$ cat config.mk
export PLATFORM = sky130hd
export DESIGN_NAME = loc_irq_unit
export DESIGN_NICKNAME = d
export VERILOG_FILES = /design/src/rtl/loc_irq_unit.sv
export SDC_FILE = /design/constraint.sdc
export NUM_CORES = 1
export LEC_CHECK = 0
export BUFFER_PORTS_ARGS = -buffer_cell sky130_fd_sc_hd__buf_4
export CORE_ASPECT_RATIO = 1.25
export CORE_MARGIN = 3
export CORE_UTILIZATION = 50
export DETAILED_ROUTE_END_ITERATION = 10
export GPL_ROUTABILITY_DRIVEN = 0
export PLACE_DENSITY_LB_ADDON = 0.1
export SLEW_MARGIN = 5
export SYNTH_ARGS = -nofsm -noshare
export SYNTH_HDL_FRONTEND = slang
export SYNTH_SLANG_ARGS = --single-unit
$ cat constraint.sdc
create_clock -name clk -period 2.2 [get_ports clk]
set_input_delay 0.44 -clock clk [delete_from_list [all_inputs] [get_ports clk]]
set_output_delay 0.44 -clock clk [all_outputs]
set_load 0.1 [all_outputs]
$ cat src/rtl/loc_irq_unit.sv
module loc_irq_unit #(
  parameter int NUM_LOC  = 5,
  parameter int LOC_W    = 3,
  parameter int IRQ_LINE = 5,
  parameter int POL_LSB  = 4,
  parameter int POL_W    = 2,
  parameter int GEN_BIT  = 31
) (
  input  logic             clk,
  input  logic             rst_n,
  input  logic [LOC_W-1:0] active_loc,
  input  logic [LOC_W-1:0] evt_loc,
  input  logic             evt_lc,
  input  logic             evt_cr,
  input  logic             evt_da,
  input  logic             evt_sv,
  input  logic             wr_en,
  input  logic [LOC_W-1:0] wr_loc,
  input  logic [1:0]       wr_sel,
  input  logic [3:0]       wr_be,
  input  logic [31:0]      wr_data,
  input  logic [LOC_W-1:0] rd_loc,
  input  logic [1:0]       rd_sel,
  output logic [31:0]      rd_data,
  output logic             irq
);
  localparam int SRC_N = 4;
  localparam logic [LOC_W-1:0] NLOC = LOC_W'(NUM_LOC);
  localparam logic [1:0] SEL_ENA = 2'd0;
  localparam logic [1:0] SEL_STS = 2'd1;
  localparam logic [1:0] SEL_VEC = 2'd2;
  localparam logic [31:0] SRC_MASK = 32'((1 << SRC_N) - 1);
  localparam logic [31:0] POL_MASK = 32'(((1 << POL_W) - 1) << POL_LSB);
  localparam logic [31:0] ENA_MASK = (32'd1 << GEN_BIT) | POL_MASK | SRC_MASK;
  localparam logic [31:0] ENA_RST  = 32'd1 << POL_LSB;

  logic [NUM_LOC-1:0][31:0]      ena_q;
  logic [NUM_LOC-1:0][SRC_N-1:0] sts_q;
  logic [NUM_LOC-1:0]            set_any, drop;
  logic                          irq_q;

  wire [SRC_N-1:0] evt_vec = {evt_sv, evt_da, evt_cr, evt_lc};
  wire             evt_ok  = evt_loc < NLOC;
  wire             wr_ok   = wr_en && (active_loc < NLOC) && (wr_loc == active_loc);
  wire [31:0]      lane    = {{8{wr_be[3]}}, {8{wr_be[2]}}, {8{wr_be[1]}}, {8{wr_be[0]}}};

  for (genvar i = 0; i < NUM_LOC; i++) begin : g_loc
    wire hit_evt = evt_ok && (evt_loc == LOC_W'(i)) && ena_q[i][GEN_BIT];
    wire hit_wr  = wr_ok && (wr_loc == LOC_W'(i));
    wire [SRC_N-1:0] set_v = hit_evt ? (evt_vec & ena_q[i][SRC_N-1:0]) : '0;
    wire [SRC_N-1:0] clr_v = (hit_wr && wr_sel == SEL_STS) ?
                             (wr_data[SRC_N-1:0] & lane[SRC_N-1:0]) : '0;
    wire [SRC_N-1:0] sts_d = (sts_q[i] & ~clr_v) | set_v;

    assign set_any[i] = |set_v;
    assign drop[i]    = (|clr_v) && (|sts_q[i]) && (sts_d == '0);

    always_ff @(posedge clk) begin
      if (!rst_n) begin
        ena_q[i] <= ENA_RST;
        sts_q[i] <= '0;
      end else begin
        sts_q[i] <= sts_d;
        if (hit_wr && wr_sel == SEL_ENA)
          ena_q[i] <= (ena_q[i] & ~lane) | (wr_data & lane & ENA_MASK);
      end
    end


    sts_rise_chk: assert property (@(posedge clk) disable iff (!rst_n)
      (|(sts_q[i] & ~$past(sts_q[i]))) |-> $past(ena_q[i][GEN_BIT]));
  end

  always_ff @(posedge clk) begin
    if (!rst_n)          irq_q <= 1'b0;
    else if (|set_any)   irq_q <= 1'b1;
    else if (|drop)      irq_q <= 1'b0;
  end

  assign irq = irq_q;

  always_comb begin
    rd_data = '0;
    if (rd_sel == SEL_VEC)
      rd_data = 32'(IRQ_LINE & 15);
    else if (rd_loc < NLOC) begin
      if (rd_sel == SEL_ENA)      rd_data = ena_q[rd_loc];
      else if (rd_sel == SEL_STS) rd_data = {{(32-SRC_N){1'b0}}, sts_q[rd_loc]};
    end
  end


  foreign_wr_chk: assert property (@(posedge clk) disable iff (!rst_n)
    (wr_en && !wr_ok) |=> $stable(ena_q));


  irq_rise_chk: assert property (@(posedge clk) disable iff (!rst_n)
    $rose(irq) |-> $past(evt_ok && (|evt_vec)));


  irq_fall_chk: assert property (@(posedge clk) disable iff (!rst_n)
    $fell(irq) |-> $past(wr_ok && wr_sel == SEL_STS));


  set_wins_chk: assert property (@(posedge clk) disable iff (!rst_n)
    (|set_any) |=> irq);
endmodule

==> impl_metrics.csv, run 1 <==
group,metric,value,unit
status,outcome,"finished, violations left",
status,violations,"negative setup slack",
placement,io_buffers,66,
synth,synthXorXnorAreaFrac,0,%
floorplanning,fp.dieArea,16900,um2
setup_path,worstPathMaxFanout,3,
floorplanning,die_height,145,um
drt,antenna_left,0,
timing,clock_skew,0.00571,ns
synth,synthAdderAreaFrac,0,%
floorplanning,row_count,50,
floorplanning,start_util,51.2,%
timing,period_needed,2.28,ns
cells_and_area,finish.utilization,68.3,%
synth,synth_top_area_cell,"dfxtp_1",
synth,yosysSeqAreaShare,47.1,%
clock_tree,clock_latency,0.43,ns
synth,synth_cell_type_count,52,
hold_path,min_path_type,"input port to flop",
setup_path,path_class,"flop to primary output",
clock_tree,root_buffer,"clkbuf_16",
global_routing,antenna_found_initial,0,
timing,rsz0062_at_grt,"yes",
hold_path,hold_start,"wr_data[4]",
synth,synthArstFlopShare,0,%
power_and_ir_drop,powerDensity,647,nW/um2
synth,synth_flop_cell,"dfxtp_1",
setup_path,worstRegToRegCells,5,
drt,drt-total-wl,21400,um
global_routing,track_usage,26.3,%
drt,drc_errors,0,
setup_path,crit_cells,5,
timing,relSlewSlack,43.8,%
synth,synth_top_family_by_area,"simple AND/OR/NAND/NOR gates",
global_routing,grt_pass1_wl,34300,um
synth,muxShareOfSynthArea,13.3,%
flow_run,drv_cap,0,
setup_path,critPathArrivalTime,1.84,ns
power_and_ir_drop,ir_drop,0.000531,V
floorplanning,coreArea,15000,um2
power_and_ir_drop,power.leakage,4.01,nW
setup_path,worstPathCellList,"mux4_2 -> a22oi_2 -> buf_4 -> o221ai_4 -> buf_12",
synth,syn_area_per_cell,10.3,um2
cells_and_area,antenna_cells,0,
synth,syn-num-nets,807,
floorplanning,die_w,117,um
setup_path,regToRegSetupSlack,0.27,ns
setup_path,critPathLaunch,"sts_q[8]$_SDFF_PN0_",
setup_path,cp_slowest_cell,"mux4_2",
timing,fmax,439,MHz
timing,setup_viol,6,
synth,ys_ff_latch,181,
setup_path,required,1.76,ns
synth,synth_compound_area_share,11.8,%
global_routing,grt_overflow,0,
drt,drtIter0Drc,558,
cells_and_area,finalNetCount,915,
clock_tree,cts_tree,"built",
cells_and_area,fin_cells,1051,
synth,synthSimpleGateAreaFrac,25.1,%
timing,finalCritPeriodShare,104,%
timing,slew_violations,0,
drt,vias,6346,
clock_tree,cts_sinks,181,
cells_and_area,drive_above_1_share,35.7,%
floorplanning,io_pins,92,
global_routing,grt_pass1_vias,6515,
setup_path,reg2reg_to,"irq$_SDFFE_PN0P_",
cells_and_area,synthToLayoutAreaGrowth,33.3,%
timing,setup_slack,-0.0778,ns
setup_path,cp-endpoint,"rd_data[0]",
synth,synth-edff-count,0,
timing,hold_viol_final,0,
synth,synthCells,748,
clock_tree,clock_path_buffers,2,
setup_path,cp-start-kind,"flop",
synth,synth_area,7690,um2
drt,vias_per_cell,6.04,
drt,drt_pass1_iterations,6,
setup_path,crit_family,"multiplexers",
global_routing,grt_max_degree,65,
setup_path,worst-path-buf-inv,2,
timing,tightest_slew,0.835,ns
setup_path,crit_path_end_kind,"primary output",
setup_path,cpPeakStageDelay,0.50,ns
synth,synth_top_area_share,47.1,%
placement,dp_hpwl,15000,um
clock_tree,cts_hold_buf,0,
clock_tree,cts_made_buffers,17,
synth,synth_area_leaders,"dfxtp_1 (47%), mux4_2 (11%), and2_1 (7.5%)",
synth,yosysWarnings,0,
clock_tree,htreeDepth,4,
placement,dp.cells,1008,
clock_tree,clk_pin_slew,0.07,ns
drt,wire_per_inst,20.4,um
## per-layer routing
| layer | wire [um] | global-route usage [%] |
|---|---|---|
| met4 | 590 | 9.78 |
| met3 | 1260 | 5.73 |
| met1 | 8640 | 33.1 |
| met5 | 0 | 0 |
| met2 | 10900 | 44.3 |
## logic make-up (layout without fill, tap and decap cells)
kind of cell,Yosys count,after routing
flip-flops,181,181
buffers and inverters,49,170
multiplexers,57,57
AND/OR/NAND/NOR,340,340
AO/OA/AOI/OAI,121,121
## synth_stat cells (2+ instances only)
master and instances:
mux4_2 36, nand2_2 4, nor4b_2 2, a31oi_1 4
o221ai_1 3, and4bb_2 2, nand2_1 51, nor2_1 42
nor4_1 6, a22oi_1 35, a21boi_0 21, nor3_1 3
o21ai_0 22, a22o_1 5, nor3b_1 2, nand3_1 41
nand4_2 2, nand4_1 6, nand2b_1 2, and2_1 92
buf_1 3, o41ai_1 2, a21boi_2 6, mux2i_1 21
dfxtp_1 181, nand3b_1 2, o22ai_1 3, buf_2 13
a21boi_1 8, nor2b_1 23, inv_1 4, a21oi_1 3
nand4b_1 3, clkbuf_1 25, and3b_1 3, buf_4 3
a211oi_1 2, and3_1 48
## per-stage QoR
stage / worst slack, ns / setup TNS [ns] / hold WS (ns) / instance area, um2 / total power, mW
after floorplan: 0.000882 / 0 / 0.424 / 8030 / 3.59
after global placement: -0.343 / -10.34 / 0.436 / 9000 / 3.76
after detailed placement: -0.356 / -11.22 / 0.442 / 9000 / 3.76
after CTS: -0.0892 / -0.390 / 0.256 / 10100 / 6.67
after global routing: -0.153 / -0.922 / 0.281 / 10200 / 6.83
final: -0.0778 / -0.288 / 0.276 / 10200 / 6.63
## layout make-up
cell class,count,area (um2)
multi-input cells,518,4340
repair buffers,133,1450
inverters,5,18.8
fillers,1123,4770
clock inverters,13,116
well taps,182,228
clock buffers,19,443
flip-flops and latches,181,3650
## repair_timing
action	CTS	global route
gates resized for setup	96	45
setup endpoints to repair	32	30
cloned	1	0
buffers inserted	9	1
pin swaps	5	7
## placed cells by master, fill, tap and decap left out, types with 5 or more instances in the layout
| master | Yosys | layout |
|---|---|---|
| dfxtp_1 | 181 | 162 |
| and2_1 | 92 | 92 |
| buf_4 | 3 | 88 |
| nand2_1 | 51 | 50 |
| and3_1 | 48 | 48 |
| nand3_1 | 41 | 41 |
| mux4_2 | 36 | 36 |
| a22oi_2 | 0 | 31 |
| nor2_4 | 0 | 28 |
| buf_12 | 0 | 26 |
| nor2b_1 | 23 | 23 |
| a21boi_0 | 21 | 21 |
| o21ai_0 | 22 | 21 |
| mux2i_1 | 21 | 18 |
| dfxtp_2 | 0 | 18 |
| clkbuf_16 | 0 | 17 |
| nor2_1 | 42 | 14 |
| buf_6 | 0 | 14 |
| a21boi_1 | 8 | 8 |
| a21boi_2 | 6 | 6 |
| nand4_1 | 6 | 6 |
| nor4_1 | 6 | 6 |
| a22o_1 | 5 | 5 |
| inv_6 | 0 | 5 |
## worst min path at each step
| stage | to | slack (ns) | depth (start not counted) |
|---|---|---|---|
| after floorplan | ena_q[72]$_SDFFE_PN0P_ | 0.42 | 1 |
| after global placement | ena_q[17]$_SDFFE_PN0P_ | 0.44 | 1 |
| after detailed placement | ena_q[8]$_SDFFE_PN0P_ | 0.44 | 1 |
| after CTS | flop | 0.26 | 3 |
| after global routing | flop | 0.28 | 3 |
| final | flop | 0.28 | 3 |
## power by group
group	internal (mW)	switching [mW]
clock network	1.52	1.37
logic	0.192	0.278
registers	3.27	0.000257
## worst min-delay path, delay by kind of cell
family | cells | cell delay, ns
AND/OR/NAND/NOR | 1 | 0.06
buffers and inverters | 1 | 0.11
multiplexers | 1 | 0.07
No activity file was read; power rests on OpenSTA's default activity.
==> run 2, diff against run 1 <==
Settings changed: CTS_CLUSTER_SIZE set to 24, SETUP_SLACK_MARGIN set to 0.1.
==> run 2 against run 1 <==
Compared with the run above:
- the flow still finishes with violations (negative setup slack)
- critical path type unchanged
- sequential power is essentially flat
- setup slack lost 0.0066 ns
- worst hold slack gained 0.0056 ns
- largest power group unchanged
- combinational power grew 11%
- critical endpoint is now rd_data[2]
- design area grew 4.7%
==> impl_metrics.csv, run 2 (synthesized netlist as in run 1, its figures left out) <==
group,metric,value,unit
cells_and_area,antenna_cells,0,
floorplanning,io_pins,92,
setup_path,critPathArrivalTime,1.84,ns
global_routing,track_usage,26.5,%
placement,pre_cts_ws,-0.300,ns
status,violations,"negative setup slack",
cells_and_area,layout_common_cells,"dfxtp_1 (147), and2_1 (92), buf_4 (90)",
setup_path,path_class,"flop to primary output",
global_routing,grt_overflow,0,
global_routing,grt_pass1_vias,6610,
clock_tree,clk_pin_slew,0.07,ns
setup_path,cpPeakStageDelay,0.49,ns
placement,dp_hpwl,14800,um
floorplanning,row_count,50,
clock_tree,cts_sinks,181,
power_and_ir_drop,ir_drop,0.000512,V
drt,wire_per_inst,20.5,um
floorplanning,coreArea,15000,um2
drt,drt_pass1_iterations,5,
setup_path,crit_family,"multiplexers",
drt,drc_errors,0,
drt,drtIter0Drc,428,
floorplanning,die_height,145,um
clock_tree,cts_hold_buf,0,
placement,io_buffers,66,
timing,period_needed,2.28,ns
drt,antenna_left,0,
clock_tree,htreeDepth,4,
timing,hold_viol_final,0,
clock_tree,cts_made_buffers,17,
timing,setup_viol,4,
clock_tree,cts_tree,"built",
timing,finalCritPeriodShare,104,%
power_and_ir_drop,power.leakage,4.23,nW
setup_path,worstPathMaxFanout,2,
power_and_ir_drop,finalPower,6.84,mW
setup_path,cp-start-kind,"flop",
cells_and_area,drive_above_1_share,38.6,%
clock_tree,clock_latency,0.43,ns
floorplanning,start_util,51.2,%
cells_and_area,layout_commonest_cell,"dfxtp_1",
timing,slew_violations,0,
setup_path,worst-path-buf-inv,2,
timing,fmax,438,MHz
setup_path,worstPathCellList,"mux4_2 -> a22oi_2 -> buf_4 -> o221ai_4 -> buf_12",
setup_path,cp_slowest_cell,"mux4_2",
timing,setup_slack,-0.0844,ns
drt,vias,6363,
flow_run,drv_cap,0,
status,outcome,"finished, violations left",
cells_and_area,synthToLayoutAreaGrowth,39.5,%
placement,dp.cells,1009,
hold_path,min_path_type,"input port to flop",
cells_and_area,fin_cells,1067,
floorplanning,die_w,117,um
clock_tree,root_buffer,"clkbuf_16",
setup_path,required,1.76,ns
setup_path,crit_path_end_kind,"primary output",
timing,rsz0062_at_grt,"yes",
global_routing,grt_max_degree,65,
cells_and_area,finalNetCount,931,
drt,drt-total-wl,21800,um
global_routing,grt_pass1_wl,34400,um
power_and_ir_drop,powerDensity,638,nW/um2
clock_tree,clock_path_buffers,2,
timing,relSlewSlack,45.3,%
cells_and_area,nFillCells,1054,
timing,tightest_slew,0.814,ns
timing,clock_skew,0.00800,ns
floorplanning,fp.dieArea,16900,um2
global_routing,antenna_found_initial,0,
drt,vias_per_cell,5.96,
==> run 2: worst paths after layout <==
path | from | to | slack, ns | cells after the start
worst max-delay path | sts_q[14]$_SDFF_PN0_ | rd_data[2] | -0.08 | 5
worst min-delay path | wr_data[4] | flop | 0.28 | 3
worst max register to register | sts_q[6]$_SDFF_PN0_ | irq$_SDFFE_PN0P_ | 0.25 | 7
worst min register to register | ena_q[85]$_SDFFE_PN0P_ | ena_q[85]$_SDFFE_PN0P_ | 0.46 | 1
==> run 2: area by class of cell <==
type / instances / area [um2] / area share [%]
tap: 182 / 228 / 2.12
clock buffer: 19 / 443 / 4.13
inverter: 5 / 18.8 / 0.175
clock inverter: 13 / 145 / 1.35
timing repair buffer: 149 / 1870 / 17.4
sequential: 181 / 3670 / 34.2
multi-input combinational: 518 / 4350 / 40.6
==> run 2: metrics by stage <==
stage | instance area (um2) | setup TNS [ns] | util (%) | hold slack (ns)
after detailed placement | 9110 | -6.64 | 60.7 | 0.441
after CTS | 10600 | -0.292 | 70.9 | 0.263
final | 10700 | -0.293 | 71.4 | 0.282
after floorplan | 8150 | 0 | - | 0.424
after global routing | 10700 | -0.736 | 71.4 | 0.280
after global placement | 9110 | -6.43 | 60.7 | 0.436
==> run 2: what timing repair did <==
item / 4_1_cts / 5_1_grt
gates cloned: 5 / 1
pin swaps: 17 / 20
setup buffers: 18 / 3
gates resized for setup: 163 / 22
setup endpoints to repair: 32 / 33
==> run 2: per-layer routing <==
layer  global-route usage [%]  vias up  share of wire, %
met1                     30.6     3073                38
met5                        0        -                 0
li1                         -     2957                 -
met2                     46.3      266                51
met3                     5.90       67               6.0
met4                     12.5        0               4.1
==> run 2: worst register-to-register path, stage by stage, from the launching register on <==
cell and delay [ns]:
dfxtp_2 0.33, buf_4 0.14, or4_1 0.49, o21ai_0 0.10
nor4b_1 0.08, a31oi_1 0.26, o21ai_0 0.18, o41ai_2 0.27
==> run 2: report_power, final <==
part | internal [mW] | total, mW | switching (mW)
Combinational | 0.234 | 0.524 | 0.289
Clock | 1.72 | 3.04 | 1.32
Sequential | 3.27 | 3.27 | 0.000207
Total | 5.23 | 6.84 | 1.61
==> run 3, diff against run 2 <==
Settings changed: CAP_MARGIN set to 20, CELL_PAD_IN_SITES_DETAIL_PLACEMENT set to 2, CELL_PAD_IN_SITES_GLOBAL_PLACEMENT set to 2, CORE_UTILIZATION 50 to 34.
==> run 3 against run 2 <==
Compared with the run above:
- routed wire length grew 30%
- largest power group unchanged
- critical path type unchanged
- clock skew grew 0.0018 ns
- core utilization down 22 points
- the flow still finishes with violations (negative setup slack)
- highest routed layer unchanged
==> impl_metrics.csv, run 3 (synthesized netlist as in run 1, its figures left out) <==
group,metric,value,unit
clock_tree,root_buffer,"clkbuf_16",
global_routing,grt_overflow,0,
global_routing,grt_max_degree,57,
setup_path,worstRegToRegCells,7,
floorplanning,io_pins,92,
cells_and_area,drive_above_1_share,37.5,%
timing,tightest_slew,0.495,ns
floorplanning,die_height,174,um
cells_and_area,layout_common_cells,"dfxtp_1 (161), buf_4 (103), and2_1 (92)",
setup_path,path_class,"flop to primary output",
status,outcome,"finished, violations left",
power_and_ir_drop,finalPower,6.84,mW
global_routing,antenna_found_initial,0,
cells_and_area,antenna_cells,0,
setup_path,cp_slowest_cell,"mux4_2",
drt,drt-total-wl,28300,um
drt,wire_per_inst,24.1,um
floorplanning,die_w,141,um
setup_path,critPathArrivalTime,1.88,ns
floorplanning,start_util,35.2,%
drt,vias,6460,
timing,finalCritPeriodShare,106,%
setup_path,worstPathCellList,"mux4_2 -> mux2i_1 -> buf_4 -> o221ai_4 -> buf_12",
hold_path,min_path_type,"input port to flop",
status,violations,"negative setup slack",
global_routing,grt_pass1_wl,45100,um
timing,slew_violations,0,
setup_path,cpPeakStageDelay,0.47,ns
flow_run,drv_cap,0,
timing,finalSetupTns,-0.444,ns
power_and_ir_drop,powerDensity,630,nW/um2
power_and_ir_drop,ir_drop,0.000569,V
power_and_ir_drop,power.leakage,4.26,nW
global_routing,grt_pass1_vias,7486,
setup_path,required,1.76,ns
cells_and_area,layout_commonest_cell,"dfxtp_1",
power_and_ir_drop,swShare,25.2,%
drt,antenna_left,0,
placement,pre_cts_ws,-0.315,ns
drt,drt_pass1_iterations,4,
power_and_ir_drop,comb_power_share,8.4,%
cells_and_area,synthToLayoutAreaGrowth,41.2,%
power_and_ir_drop,p_switching,1.72,mW
timing,clock_skew,0.00977,ns
drt,drtIter0Drc,300,
clock_tree,cts_sinks,181,
clock_tree,cts_made_buffers,17,
drt,drc_errors,0,
clock_tree,cts_tree,"built",
setup_path,worstPathMaxFanout,2,
clock_tree,clock_latency,0.43,ns
placement,dp_hpwl,19400,um
power_and_ir_drop,seqPwrFrac,47.8,%
hold_path,hold_depth,3,
timing,period_needed,2.32,ns
floorplanning,coreArea,21800,um2
global_routing,track_usage,23.7,%
timing,relSlewSlack,66.9,%
placement,io_buffers,66,
floorplanning,fp.dieArea,24500,um2
timing,setup_viol,9,
placement,dpl-instance-area,9400,um2
clock_tree,clk_pin_slew,0.07,ns
power_and_ir_drop,clkPwrFrac,43.9,%
setup_path,cp-start-kind,"flop",
timing,rsz0062_at_grt,"yes",
setup_path,crit_path_end_kind,"primary output",
power_and_ir_drop,p_int,5.12,mW
clock_tree,htreeDepth,4,
drt,vias_per_cell,5.49,
cells_and_area,nFillCells,2124,
timing,fmax,431,MHz
timing,hold_viol_final,0,
cells_and_area,fin_area,10900,um2
timing,setup_slack,-0.122,ns
floorplanning,row_count,60,
clock_tree,clock_path_buffers,2,
cells_and_area,finalNetCount,945,
==> run 3: per-stage QoR <==
stage,hold slack [ns],utilization [%],std cells
after floorplan,0.424,-,748
after global placement,0.435,43.0,1125
after detailed placement,0.440,43.0,1125
after CTS,0.273,49.3,1174
after global routing,0.293,49.7,1176
final,0.285,49.7,1176
==> run 3: what timing repair did <==
action | 4_1_cts | 5_1_grt
endpoints found under the setup margin | 32 | 32
cloned | 5 | 0
pin swaps | 21 | 10
resized for setup | 149 | 13
buffers inserted | 14 | 2
hold buffers | 0 | 0
==> run 3: cell type report <==
| cell class | count | area [um2] | share of cell area (%) |
|---|---|---|---|
| clock buffers | 18 | 439 | 4.05 |
| clock inverters | 12 | 119 | 1.09 |
| inverters | 5 | 18.8 | 0.173 |
| multi-input cells | 519 | 4340 | 39.9 |
| flip-flops and latches | 181 | 3660 | 33.7 |
| well taps | 279 | 349 | 3.22 |
| repair buffers | 162 | 1930 | 17.8 |
==> run 3: worst paths after layout <==
| kind | from | endpoint | slack, ns |
|---|---|---|---|
| worst max register to register | sts_q[5]$_SDFF_PN0_ | irq$_SDFFE_PN0P_ | 0.30 |
| worst max-delay path | flop | rd_data[2] | -0.12 |
| worst min-delay path | wr_data[4] | flop | 0.28 |
| worst min register to register | ena_q[83]$_SDFFE_PN0P_ | ena_q[83]$_SDFFE_PN0P_ | 0.46 |
==> run 3: power by group through the flow <==
stage	registers, mW	clock network [mW]	logic [mW]
2_1_floorplan	3.35	0	0.256
5_1_grt	3.27	3.22	0.604
4_1_cts	3.27	3.04	0.558
6_report	3.27	3.00	0.573
3_5_place_dp	3.35	0	0.483
3_3_place_gp	3.35	0	0.469
==> run 3: routing by layer <==
| layer | global-route usage, % | wire [um] | vias to the layer above |
|---|---|---|---|
| li1 | - | - | 2978 |
| met5 | 0 | 0 | - |
| met4 | 7.88 | 696 | 0 |
| met1 | 27.8 | 11400 | 3326 |
| met3 | 2.89 | 635 | 39 |
| met2 | 44.2 | 15500 | 117 |
==> run 3: critical path: cells and delay by family, from the launching register on <==
| family | cells | cell delay, ns |
|---|---|---|
| compound gates | 1 | 0.11 |
| mux | 2 | 0.64 |
| buf+inv | 2 | 0.35 |
| flops | 1 | 0.35 |
